$ cat src/rtl/sfcrc_pkg.sv
package sfcrc_pkg;
  localparam int          CRC_W     = 12;
  localparam logic [11:0] CRC_POLY  = 12'h80F;
  localparam int          CNT_W     = 8;

  // One serial step, most significant bit first, no augmentation.
  function automatic logic [CRC_W-1:0] crc12_step(input logic [CRC_W-1:0] cur,
                                                  input logic             din);
    logic fb;
    fb = cur[CRC_W-1] ^ din;
    crc12_step = {cur[CRC_W-2:0], 1'b0} ^ (fb ? CRC_POLY : '0);
  endfunction
endpackage

$ cat src/rtl/sfcrc_engine.sv
module sfcrc_engine
  import sfcrc_pkg::*;
(
  input  logic             clk,
  input  logic             rst_n,
  input  logic             bit_vld,
  input  logic             bit_in,
  input  logic             sf_end,
  output logic [CRC_W-1:0] crc_final,
  output logic [CRC_W-1:0] crc_run
);
  logic [CRC_W-1:0] acc_q;
  logic [CRC_W-1:0] acc_step;

  always_comb begin
    acc_step = bit_vld ? crc12_step(acc_q, bit_in) : acc_q;
  end

  always_ff @(posedge clk or negedge rst_n) begin
    if (!rst_n)      acc_q <= '0;
    else if (sf_end) acc_q <= '0;
    else             acc_q <= acc_step;
  end

  assign crc_final = acc_step;
  assign crc_run   = acc_q;

  // accumulator restarts from zero after every superframe end
  assert_restart_R1: assert property (@(posedge clk) disable iff (!rst_n)
    sf_end |=> (acc_q == '0));

  // no qualified bit means no change within a superframe
  assert_idle_hold_R2: assert property (@(posedge clk) disable iff (!rst_n)
    (!bit_vld && !sf_end) |=> $stable(acc_q));
endmodule

$ cat src/rtl/sfcrc_rx_check.sv
module sfcrc_rx_check
  import sfcrc_pkg::*;
(
  input  logic             clk,
  input  logic             rst_n,
  input  logic             sf_end,
  input  logic [CRC_W-1:0] crc_calc,
  input  logic [CRC_W-1:0] crc_line,
  output logic             blk_ok,
  output logic             febe_q
);
  assign blk_ok = (crc_calc == crc_line);

  always_ff @(posedge clk or negedge rst_n) begin
    if (!rst_n)      febe_q <= 1'b1;
    else if (sf_end) febe_q <= blk_ok;
  end

  // the returned error bit only moves at a superframe boundary
  assert_febe_hold_R3: assert property (@(posedge clk) disable iff (!rst_n)
    !sf_end |=> $stable(febe_q));
endmodule

$ cat src/rtl/sfcrc_err_counter.sv
module sfcrc_err_counter
  import sfcrc_pkg::*;
(
  input  logic             clk,
  input  logic             rst_n,
  input  logic             dec_req,
  input  logic             reload,
  output logic [CNT_W-1:0] cnt
);
  localparam logic [CNT_W-1:0] CNT_FULL = '1;
  logic at_floor;
  assign at_floor = (cnt == '0);

  always_ff @(posedge clk or negedge rst_n) begin
    if (!rst_n)                    cnt <= CNT_FULL;
    else if (reload)               cnt <= CNT_FULL;
    else if (dec_req && !at_floor) cnt <= cnt - 1'b1;
  end

  // no wrap below zero
  assert_no_wrap_R6: assert property (@(posedge clk) disable iff (!rst_n)
    (at_floor && !reload) |=> (cnt == '0));

  // at most a single step down per cycle
  assert_single_step_R5: assert property (@(posedge clk) disable iff (!rst_n)
    !reload |=> ((cnt == $past(cnt)) || (cnt == $past(cnt) - 1'b1)));

  // reload always lands on full scale
  assert_reload_full_R7: assert property (@(posedge clk) disable iff (!rst_n)
    reload |=> (cnt == CNT_FULL));
endmodule

$ cat src/rtl/sf_crc12_monitor.sv
module sf_crc12_monitor
  import sfcrc_pkg::*;
(
  input  logic             clk,
  input  logic             rst_n,
  input  logic             tx_bit_vld,
  input  logic             tx_bit,
  input  logic             tx_sf_end,
  output logic [CRC_W-1:0] tx_crc,
  output logic             tx_crc_valid,
  input  logic             rx_bit_vld,
  input  logic             rx_bit,
  input  logic             rx_sf_end,
  input  logic [CRC_W-1:0] rx_crc,
  input  logic             rx_febe,
  output logic             febe_tx,
  input  logic             bec_reload,
  output logic [CNT_W-1:0] bec_count
);
  logic [CRC_W-1:0] tx_final, tx_run;
  logic [CRC_W-1:0] rx_final, rx_run;
  logic             rx_blk_ok;
  logic             blk_err_evt;

  sfcrc_engine u_tx_crc (
    .clk(clk), .rst_n(rst_n), .bit_vld(tx_bit_vld), .bit_in(tx_bit),
    .sf_end(tx_sf_end), .crc_final(tx_final), .crc_run(tx_run));

  sfcrc_engine u_rx_crc (
    .clk(clk), .rst_n(rst_n), .bit_vld(rx_bit_vld), .bit_in(rx_bit),
    .sf_end(rx_sf_end), .crc_final(rx_final), .crc_run(rx_run));

  always_ff @(posedge clk or negedge rst_n) begin
    if (!rst_n) begin
      tx_crc       <= '0;
      tx_crc_valid <= 1'b0;
    end else begin
      tx_crc_valid <= tx_sf_end;
      if (tx_sf_end) tx_crc <= tx_final;
    end
  end

  sfcrc_rx_check u_rx_chk (
    .clk(clk), .rst_n(rst_n), .sf_end(rx_sf_end), .crc_calc(rx_final),
    .crc_line(rx_crc), .blk_ok(rx_blk_ok), .febe_q(febe_tx));

  // Either far-end or near-end trouble yields one event per superframe.
  assign blk_err_evt = rx_sf_end && (!rx_febe || !rx_blk_ok);

  sfcrc_err_counter u_bec (
    .clk(clk), .rst_n(rst_n), .dec_req(blk_err_evt), .reload(bec_reload),
    .cnt(bec_count));

  // valid pulse follows a transmit superframe end by one cycle
  assert_tx_pulse_R1: assert property (@(posedge clk) disable iff (!rst_n)
    tx_sf_end |=> tx_crc_valid);
  assert_tx_hold_R1: assert property (@(posedge clk) disable iff (!rst_n)
    !tx_sf_end |=> ($stable(tx_crc) && !tx_crc_valid));

  // a clean, non-reloaded superframe end leaves the counter alone
  assert_clean_no_dec_R5: assert property (@(posedge clk) disable iff (!rst_n)
    (rx_sf_end && rx_febe && rx_blk_ok && !bec_reload) |=> $stable(bec_count));
endmodule

$ cat config.mk
export PLATFORM = sky130hd
export DESIGN_NAME = sf_crc12_monitor
export DESIGN_NICKNAME = d
export VERILOG_FILES = /design/src/rtl/sfcrc_pkg.sv /design/src/rtl/sfcrc_engine.sv /design/src/rtl/sfcrc_rx_check.sv /design/src/rtl/sfcrc_err_counter.sv /design/src/rtl/sf_crc12_monitor.sv
export SDC_FILE = /design/constraint.sdc
export NUM_CORES = 1
export LEC_CHECK = 0
export BUFFER_PORTS_ARGS = -buffer_cell sky130_fd_sc_hd__buf_2
export CELL_PAD_IN_SITES_DETAIL_PLACEMENT = 1
export CELL_PAD_IN_SITES_GLOBAL_PLACEMENT = 2
export CORE_ASPECT_RATIO = 0.7
export CORE_UTILIZATION = 35
export DETAILED_ROUTE_END_ITERATION = 8
export PLACE_DENSITY_LB_ADDON = 0.1
export REMOVE_ABC_BUFFERS = 1
export SLEW_MARGIN = 20
export SYNTH_ARGS = -nofsm -noshare
export SYNTH_HDL_FRONTEND = slang
export SYNTH_SLANG_ARGS = --single-unit
$ cat constraint.sdc
create_clock -name clk -period 3.7 [get_ports clk]
set_input_delay 0.185 -clock clk [delete_from_list [all_inputs] [get_ports clk]]
set_output_delay 0.185 -clock clk [all_outputs]
set_load 0.005 [all_outputs]
==> key figures <==
Run status
  • Status: finished, final reports clean

Floorplan
  • Ports: 44
  • Initial Utilization: 37.1%
  • Core area: 6370 um^2
  • Die Span X: around 100 um
  • Row count: 24
  • Die H: 70.7 um
  • Die area: slightly above 7000 um^2

Final layout
  • # fillers: 733
  • # diodes: 0
  • Area delta synth->final: 15.5%
  • Post-route design area: 2730 um^2
  • Most common cell after layout, fill and taps aside: buf_2
  • Most frequent cells in the layout: buf_2, nor2_1, dfrtp_1
  • # nets final: 278
  • Layout cells sized above 1: between 20% and 30%
  • Post-Layout Cell Count: between 300 and 400

Placement
  • Post-DP HPWL: 3580 um
  • I/O Buffers: 43
  • DP Area: 2620 um^2
  • Placed insts: ~340
  • RePlAce Congestion: 0.732
  • Dpl ws: 1410 ps

Routing
  • Routed WL: 4920 um
  • Total number of vias: 1636
  • TritonRoute pass-1 iters: 4
  • Avg Vias per Cell: 4.73
  • Detailed router's first-iteration violation count: 57
  • Wire length per cell: 14.2 um
  • Antenna Nets Post-Route: 0
  • DR DRC count: 0

Critical path
  • Reg2reg path depth: 6
  • Crit. End Element: register
  • Worst EP required: 3910 ps
  • Critical Path AT: between 2000 and 2500 ps
  • Worst setup SP type: register
  • WS Path Type: register to register
  • FF-to-FF setup slack: approximately 1500 ps
  • CP Max Fanout: 15

Global route
  • Vias in the first global route: roughly 1700
  • Pin count of the biggest net entering global routing: 47
  • GRT Total Usage: between 10% and 20%
  • First-pass GRT wire length: 8590 um
  • Initial antenna violation count: 0
  • Gr ovfl total: 0

Power and ir drop
  • Pwr Density: ~390 nW/um^2
  • Peak VDD IR: 0.194 mV
  • Leakage: 1.29 nW

Clock tree
  • Skew-Pair Late Insertion Delay: 290 ps
  • Clk buf depth: 2
  • Postcts setup bufs: 0
  • Max H-tree Level: 2
  • Num Clock Sinks: 46
  • Cts bufs inserted: 5
  • CTS root buffer: clkbuf_8
  • CTS tree: built
  • Clock transition at the registers of the reported paths: around 80 ps

Min path
  • Hold Crit Class: input port to register
  • Hold Path Stages: 3

Yosys
  • Seq/Total Area, Yosys: 49.3%
  • Mapped Area: 2360 um^2
  • Synth cell types: 39
  • Syn avg cell area: between 10 and 15 um^2
  • Post-Syn Instances: 213
  • Synth Register Bits: 46
  • Yosys warns: 0

STA
  • Measured slew at the worst slew-check pin: about 600 ps
  • Final worst-path cycle share: 59.4%
  • RSZ-0062 raised after global routing: false
  • Final setup viols: 0
  • Fmax: 455 MHz
  • Final hold violation count: 0
  • Hold WS: 226 ps
  • Setup WS post-layout: 1500 ps
  • Post-Route Skew: approximately 5.4 ps
  • Max Slew Vio Count: 0
  • Tmin final: 2200 ps
  • Fin Setup TNS: 0 ps
  • Worst slew margin: 59.8%

Job
  • Maximum Capacitance Violations: 0
==> cell type report <==
class	count	area [um^2]	share of cell area, %
Sequential cell	46	1160	42.7
Multi-Input combinational cell	152	1110	40.7
Timing Repair Buffer	45	233	8.54
Tap cell	91	114	4.18
Clock buffer	7	86.3	3.17
Inverter	4	15.0	0.551
Clock inverter	1	5.00	0.184
==> timing repair <==
item                                   4_1_cts  5_1_grt
resized for setup                            0        0
endpoints found under the hold margin       11        0
hold buffers                                 1        0
==> registers in the layout, indices dropped and copies added, names as in the netlist <==
name,cells
u_bec.cnt,8
tx_crc,12
u_rx_chk.febe_q,1
u_tx_crc.crc_run,12
u_rx_crc.crc_run,12
tx_crc_valid,1
==> through the flow <==
step / power (W) / util [%]
after floorplan: 0.000676 / -
after CTS: 0.00108 / 42.8
after global placement: 0.000755 / 41.2
after detailed placement: 0.000759 / 41.2
after global routing: 0.00113 / 42.8
final: 0.00106 / 42.8
==> Yosys cell counts (all sizes together) <==
library cell	number	area, um^2
a211oi	1	7.51
a21oi	15	75.1
a31oi	5	46.3
and2	1	8.76
and3	4	32.5
and4	3	30.0
and4b	1	10.0
buf	9	65.1
clkbuf	2	7.51
dfrtp	37	926
dfstp	9	236
ha	2	25.0
inv	4	15.0
mux2	1	11.3
mux2i	23	246
nand2	6	22.5
nand2b	1	6.26
nand4	1	6.26
nor2	38	143
nor2b	1	6.26
nor3	7	35.0
nor4	2	27.5
o211ai	1	7.51
o21ai	9	48.8
o311a	1	11.3
xnor2	13	114
xor2	13	114
xor3	3	75.1
==> cells by family after synthesis <==
| kind of cell | after synthesis | synth area share, % |
|---|---|---|
| fa+ha+maj | 2 | 1.06 |
| compound gates | 32 | 8.32 |
| buf+inv | 15 | 3.71 |
| xor+xnor | 29 | 12.8 |
| simple gates | 65 | 13.9 |
| mux | 24 | 10.9 |
| flops | 46 | 49.3 |
==> worst paths after layout <==
kind | startpoint | end
worst max-delay path | u_rx_crc.crc_run[11]$_DFF_PN0_ | u_bec.cnt[6]$_DFFE_PN1P_
worst min-delay path | bec_reload | u_bec.cnt[1]$_DFFE_PN1P_
worst max register to register | u_rx_crc.crc_run[11]$_DFF_PN0_ | u_bec.cnt[6]$_DFFE_PN1P_
worst min register to register | u_rx_chk.febe_q$_DFFE_PN1P_ | u_rx_chk.febe_q$_DFFE_PN1P_
max in group asynchronous | rst_n | tx_crc[1]$_DFFE_PN0P_
min in group asynchronous | rst_n | u_rx_crc.crc_run[1]$_DFF_PN0_
==> routing by layer <==
metal  track usage (%)  wire, um  vias to the layer above
li1                  -         -                      808
met1              24.1      2650                      803
met2              21.7      2080                       23
met3              3.85       178                        2
met4              3.38        22                        0
met5                 0         0                        -
==> power by group <==
part / leakage, nW / switching (W) / total (W) / internal [W]
sequential: 0.579 / 0.0000260 / 0.000562 / 0.000536
clock: 0.0482 / 0.000165 / 0.000316 / 0.000151
combinational: 0.659 / 0.0000955 / 0.000184 / 0.0000886
total: 1.29 / 0.000287 / 0.00106 / 0.000775
==> worst max-delay path, cell delays in order (launching register included) <==
cell and delay [ps]:
dfrtp_1 480, xnor2_1 370, nor3_1 110, o311a_2 450, a31oi_4 370, and4_2 280
o21ai_1 60
Note: power is estimated with default switching activity, not from simulation.
